==> src/rtl/dtmf_guard_pkg.sv <==
package dtmf_guard_pkg;
    typedef enum logic [1:0] {
        S_IDLE    = 2'd0,
        S_QUALIFY = 2'd1,
        S_VALID   = 2'd2,
        S_RELEASE = 2'd3
    } guard_state_t;
endpackage

==> src/rtl/dg_sync2.sv <==
module dg_sync2 #(
    parameter int STAGES = 2
) (
    input  logic clk,
    input  logic rst,
    input  logic d,
    output logic q
);
    logic [STAGES-1:0] chain;

    always_ff @(posedge clk) begin
        if (rst) chain <= '0;
        else     chain <= {chain[STAGES-2:0], d};
    end

    assign q = chain[STAGES-1];
endmodule

==> src/rtl/dg_tick_gen.sv <==
module dg_tick_gen #(
    parameter int DIV = 4194
) (
    input  logic clk,
    input  logic rst,
    output logic tick
);
    localparam int CW = (DIV > 1) ? $clog2(DIV) : 1;
    localparam logic [CW-1:0] LAST = CW'(DIV - 1);

    logic [CW-1:0] cnt;

    always_ff @(posedge clk) begin
        if (rst)              cnt <= '0;
        else if (cnt == LAST) cnt <= '0;
        else                  cnt <= cnt + CW'(1);
    end

    assign tick = (cnt == LAST);

    // Divider count never leaves its range
    p_div_range_r3: assert property (@(posedge clk) disable iff (rst)
        cnt <= LAST);
endmodule

==> src/rtl/dg_guard_fsm.sv <==
module dg_guard_fsm
    import dtmf_guard_pkg::*;
#(
    parameter int PRESENT_TICKS = 30,
    parameter int ABSENT_TICKS  = 30
) (
    input  logic clk,
    input  logic rst,
    input  logic pwdn,
    input  logic est,
    input  logic tick,
    output logic dstd,
    output logic pulse
);
    localparam int MAXT = (PRESENT_TICKS > ABSENT_TICKS) ? PRESENT_TICKS : ABSENT_TICKS;
    localparam int CW   = $clog2(MAXT + 1);
    localparam logic [CW-1:0] P_LAST = CW'(PRESENT_TICKS - 1);
    localparam logic [CW-1:0] A_LAST = CW'(ABSENT_TICKS - 1);

    guard_state_t state, nxt;
    logic [CW-1:0] cnt, cnt_nxt;

    always_comb begin
        nxt     = state;
        cnt_nxt = cnt;
        if (pwdn) begin
            nxt     = S_IDLE;
            cnt_nxt = '0;
        end else begin
            unique case (state)
                S_IDLE: begin
                    cnt_nxt = '0;
                    if (est) nxt = S_QUALIFY;
                end
                S_QUALIFY: begin
                    if (!est) begin
                        nxt     = S_IDLE;
                        cnt_nxt = '0;
                    end else if (tick) begin
                        if (cnt == P_LAST) begin
                            nxt     = S_VALID;
                            cnt_nxt = '0;
                        end else begin
                            cnt_nxt = cnt + CW'(1);
                        end
                    end
                end
                S_VALID: begin
                    cnt_nxt = '0;
                    if (!est) nxt = S_RELEASE;
                end
                S_RELEASE: begin
                    if (est) begin
                        nxt     = S_VALID;
                        cnt_nxt = '0;
                    end else if (tick) begin
                        if (cnt == A_LAST) begin
                            nxt     = S_IDLE;
                            cnt_nxt = '0;
                        end else begin
                            cnt_nxt = cnt + CW'(1);
                        end
                    end
                end
            endcase
        end
    end

    // State register
    always_ff @(posedge clk) begin
        if (rst) begin
            state <= S_IDLE;
            cnt   <= '0;
        end else begin
            state <= nxt;
            cnt   <= cnt_nxt;
        end
    end

    // Output register
    always_ff @(posedge clk) begin
        if (rst) begin
            dstd  <= 1'b0;
            pulse <= 1'b0;
        end else begin
            dstd  <= (nxt == S_VALID) || (nxt == S_RELEASE);
            pulse <= (state == S_QUALIFY) && (nxt == S_VALID);
        end
    end

    p_rise_from_qualify_r3: assert property (@(posedge clk) disable iff (rst)
        $rose(dstd) |-> (state == S_VALID) && ($past(state) == S_QUALIFY));

    p_pulse_on_rise_r4: assert property (@(posedge clk) disable iff (rst)
        pulse |-> dstd && !$past(dstd));

    p_fall_needs_cause_r6: assert property (@(posedge clk) disable iff (rst)
        $fell(dstd) |-> $past(pwdn) || !$past(est));

    p_pwdn_low_r9: assert property (@(posedge clk) disable iff (rst)
        pwdn |=> !dstd);

    p_cnt_bound_r7: assert property (@(posedge clk) disable iff (rst)
        cnt <= CW'(MAXT - 1));
endmodule

==> src/rtl/dtmf_guard_timer.sv <==
module dtmf_guard_timer #(
    parameter int CLK_HZ     = 4194304,
    parameter int TICK_HZ    = 1000,
    parameter int PRESENT_MS = 30,
    parameter int ABSENT_MS  = 30
) (
    input  logic clk,
    input  logic rst,
    input  logic pwdn,
    input  logic est_in,
    output logic dstd_out,
    output logic digit_pulse
);
    localparam int TICK_DIV = CLK_HZ / TICK_HZ;

    logic est_s;
    logic tick;

    dg_sync2 #(.STAGES(2)) u_sync (
        .clk (clk),
        .rst (rst),
        .d   (est_in),
        .q   (est_s)
    );

    dg_tick_gen #(.DIV(TICK_DIV)) u_tick (
        .clk  (clk),
        .rst  (rst),
        .tick (tick)
    );

    dg_guard_fsm #(
        .PRESENT_TICKS (PRESENT_MS),
        .ABSENT_TICKS  (ABSENT_MS)
    ) u_fsm (
        .clk   (clk),
        .rst   (rst),
        .pwdn  (pwdn),
        .est   (est_s),
        .tick  (tick),
        .dstd  (dstd_out),
        .pulse (digit_pulse)
    );
endmodule

==> config.mk <==
export PLATFORM = sky130hd
export DESIGN_NAME = dtmf_guard_timer
export DESIGN_NICKNAME = d
export VERILOG_FILES = /design/src/rtl/dtmf_guard_pkg.sv /design/src/rtl/dg_sync2.sv /design/src/rtl/dg_tick_gen.sv /design/src/rtl/dg_guard_fsm.sv /design/src/rtl/dtmf_guard_timer.sv
export SDC_FILE = /design/constraint.sdc
export NUM_CORES = 1
export LEC_CHECK = 0
export ABC_CLOCK_PERIOD_IN_PS = 3500
export BUFFER_PORTS_ARGS = -buffer_cell sky130_fd_sc_hd__buf_4
export CAP_MARGIN = 20
export CORE_MARGIN = 2
export CORE_UTILIZATION = 40
export CTS_CLUSTER_SIZE = 14
export DETAILED_ROUTE_END_ITERATION = 7
export PLACE_DENSITY = 0.62
export RECOVER_POWER = 100
export SYNTH_ARGS = -nofsm -noshare
export SYNTH_HDL_FRONTEND = slang
export SYNTH_HIERARCHICAL = 1
export SYNTH_SLANG_ARGS = --single-unit
==> constraint.sdc <==
create_clock -name clk -period 3.5 [get_ports clk]
set_input_delay 0.525 -clock clk [delete_from_list [all_inputs] [get_ports clk]]
set_output_delay 0.525 -clock clk [all_outputs]
set_load 0.01 [all_outputs]
==> flow_summary.json <==
{
  "dp.final_hpwl_um": 1430,
  "maxCapViolCount": 0,
  "share_of_the_cycle_needed_by_the_critical_path_after_routing_pct": 70.3,
  "p_leak_nw": 0.391,
  "cts-buffers-inserted": 3,
  "core-area_um2": 2690,
  "synthTopCellsByArea": "sky130_fd_sc_hd__dfxtp_1 43%, sky130_fd_sc_hd__ha_1 4.5%, sky130_fd_sc_hd__xor2_1 4.0%, sky130_fd_sc_hd__nor2_1 3.7%, sky130_fd_sc_hd__a21oi_1 2.7%",
  "vdd.ir_drop.worst_mv": 0.352,
  "synth_edf_count": 0,
  "drc_errors": 0,
  "share_of_final_layout_standard_cells_stronger_than_drive_strength_1_pct": 9.09,
  "highest_clock_frequency_the_design_can_meet_mhz": 406,
  "drt_iter0_drc": 18,
  "die_width_um": 56.6,
  "start_kind": "flip-flop",
  "areal_power_density_over_the_cells_nw_per_um2": 423,
  "cts_setup_buffers": 0,
  "timing.setup.critical_path_class": "flip-flop to flip-flop",
  "r2r-start": "u_tick/cnt[10]",
  "antenna-diode-count": 0,
  "detailed_place.area_um2": 1170,
  "port_buffers": 5,
  "clk_root_buffer_cell": "sky130_fd_sc_hd__clkbuf_4",
  "initial_core_util_pct": 41.1,
  "globalRouteTotalUtil_pct": 13.7,
  "first_pass_iters": 4,
  "fraction_of_the_yosys_area_taken_by_sequential_cells_pct": 43.5,
  "netlist.area_leader.share_pct": 43.5,
  "gp_routability_congestion": 0.791,
  "vias": 841,
  "dieArea_um2": 3200,
  "worst_clock_skew_ns": 0.0107,
  "initial_antenna_violation_count": 0,
  "synth.top_cells.by_count": "24 x sky130_fd_sc_hd__dfxtp_1, 11 x sky130_fd_sc_hd__nor2_1, 8 x sky130_fd_sc_hd__nand2_1",
  "path_max_fanout": 7,
  "post_drt_via_cell_ratio": 5.53,
  "synth_cell_types": 35,
  "syn_area_um2": 1100,
  "synth.most_common_cell": "sky130_fd_sc_hd__dfxtp_1",
  "outcome": "finished, final reports clean",
  "fin_crit_ns": 2.46,
  "fin_setup_tns_ns": 0,
  "startpoint": "u_tick/cnt[10]",
  "syn2layout_area_growth_pct": 5.44,
  "critical_path_arrival_ns": 2.65,
  "async_flop_share_pct": 0,
  "synth_top_area_cell": "sky130_fd_sc_hd__dfxtp_1",
  "die_height_um": 56.6,
  "setup_viol": 0,
  "hold_path_startpoint": "rst",
  "slew-limit-headroom_pct": 14.1,
  "min_path_type": "input port to flip-flop",
  "layout.cell_area.non_filler_um2": 1160,
  "synthCells": 113,
  "finalHoldViolCount": 0,
  "antenna_left": 0,
  "path_clk_slew_ns": 0.13,
  "slew_viol_final": 0,
  "critPathCaptureType": "flip-flop",
  "globalRouteOverflowTotal": 0,
  "grt_pass1_wl_um": 3460,
  "syn-num-nets": 121,
  "first_global_vias": 814,
  "fp-row-count": 19,
  "ctsHoldBuffers": 0,
  "rsz0062_at_grt": "false",
  "pin_slew_with_the_least_headroom_to_its_limit_ns": 1.28,
  "worst-endpoint-required_ns": 3.68,
  "clkLatencyLatePin_ns": 0.31,
  "synth_flop_cell": "sky130_fd_sc_hd__dfxtp_1",
  "clock_path_buffers": 2,
  "drt_wl_total_um": 1920,
  "finalNetCount": 130,
  "grt_start_max_net_pins": 15,
  "cts-resized-gates": 0,
  "synth.ff_latch_count": 24,
  "synth.yosys.warnings": 6,
  "wire_per_inst_um": 12.6,
  "cts_max_level": 1,
  "tritoncts_num_sinks": 24,
  "syn_area_per_cell_um2": 9.78,
  "tritoncts": "built",
  "io-pin-count": 6
}
[path summary, 6_finish.rpt]
| kind | end | slack (ns) | depth (start not counted) |
|---|---|---|---|
| max | u_fsm/cnt[1] | 1.04 | 5 |
| min | u_sync/chain[0] | 0.39 | 2 |
| max reg2reg | u_fsm/cnt[1] | 1.04 | 5 |
| min reg2reg | u_sync/chain[1] | 0.45 | 1 |
[where the power goes]
part	internal [mW]	switching, mW
clock network	0.116	0.0800
logic	0.00683	0.00921
registers	0.277	0.00404
[per-stage QoR]
step	instances	power [mW]	hold WS, ns	utilization, %	setup slack [ns]
detailed placement	148	0.305	0.431	43.5	1.05
CTS	152	0.503	0.381	45.5	1.03
global route	152	0.519	0.370	43.4	0.878
finish	152	0.493	0.389	43.4	1.04
floorplan	113	0.299	0.414	-	1.31
global placement	148	0.304	0.420	43.5	1.16
[layer usage]
metal	part of all wire (%)	vias up	track usage (%)
met1	44	401	15.7
met5	0	-	0
li1	-	428	-
met4	0.99	0	3.74
met2	51	10	23.6
met3	3.7	2	5.07
[layout by cell type (no fill, tap or decap), types with 2 or more instances in the layout]
cell type / count
sky130_fd_sc_hd__or3_1: 3
sky130_fd_sc_hd__inv_1: 5
sky130_fd_sc_hd__nor2_1: 11
sky130_fd_sc_hd__ha_1: 4
sky130_fd_sc_hd__clkbuf_4: 4
sky130_fd_sc_hd__nand4_1: 5
sky130_fd_sc_hd__nand3_1: 4
sky130_fd_sc_hd__nor4_1: 4
sky130_fd_sc_hd__xor2_1: 5
sky130_fd_sc_hd__or4_1: 4
sky130_fd_sc_hd__buf_4: 2
sky130_fd_sc_hd__o31ai_1: 4
sky130_fd_sc_hd__dfxtp_1: 24
sky130_fd_sc_hd__a21oi_1: 6
sky130_fd_sc_hd__nor2b_1: 2
sky130_fd_sc_hd__nand2_1: 8
sky130_fd_sc_hd__mux2i_1: 2
sky130_fd_sc_hd__clkbuf_1: 2
sky130_fd_sc_hd__o21ai_0: 4
sky130_fd_sc_hd__o31a_1: 2
sky130_fd_sc_hd__xnor2_1: 2
[critical path, stage by stage, from the launching register on]
cell                        delay [ns]
sky130_fd_sc_hd__dfxtp_1          0.36
sky130_fd_sc_hd__or4_1            0.56
sky130_fd_sc_hd__nor3_1           0.67
sky130_fd_sc_hd__nand3_1          0.26
sky130_fd_sc_hd__o2111ai_1        0.42
sky130_fd_sc_hd__a211oi_2         0.08
[kinds of logic after synthesis]
family,share of synthesized area [%]
and+or+nand+nor,27.3
adders and majority gates,4.53
xor gates and xnor gates,5.55
DFF,43.5
muxes,1.81
AOI/OAI and AO/OA,14.6
buffers and inverters,2.72
[state kept, by name, indices dropped and copies added (netlist names)]
name	count
u_fsm/cnt	5
u_fsm/dstd	1
u_fsm/state	2
u_sync/chain	2
u_fsm/pulse	1
u_tick/cnt	13
[cell type report]
| class | instances | area (µm²) |
|---|---|---|
| well taps | 31 | 38.8 |
| repair buffers | 5 | 30.0 |
| fillers | 275 | 1520 |
| flip-flops and latches | 24 | 480 |
| inverters | 5 | 18.8 |
| multi-input cells | 83 | 544 |
| clock buffers | 3 | 22.5 |
| clock inverters | 1 | 30.0 |
Power figures use the tool's default switching activity.
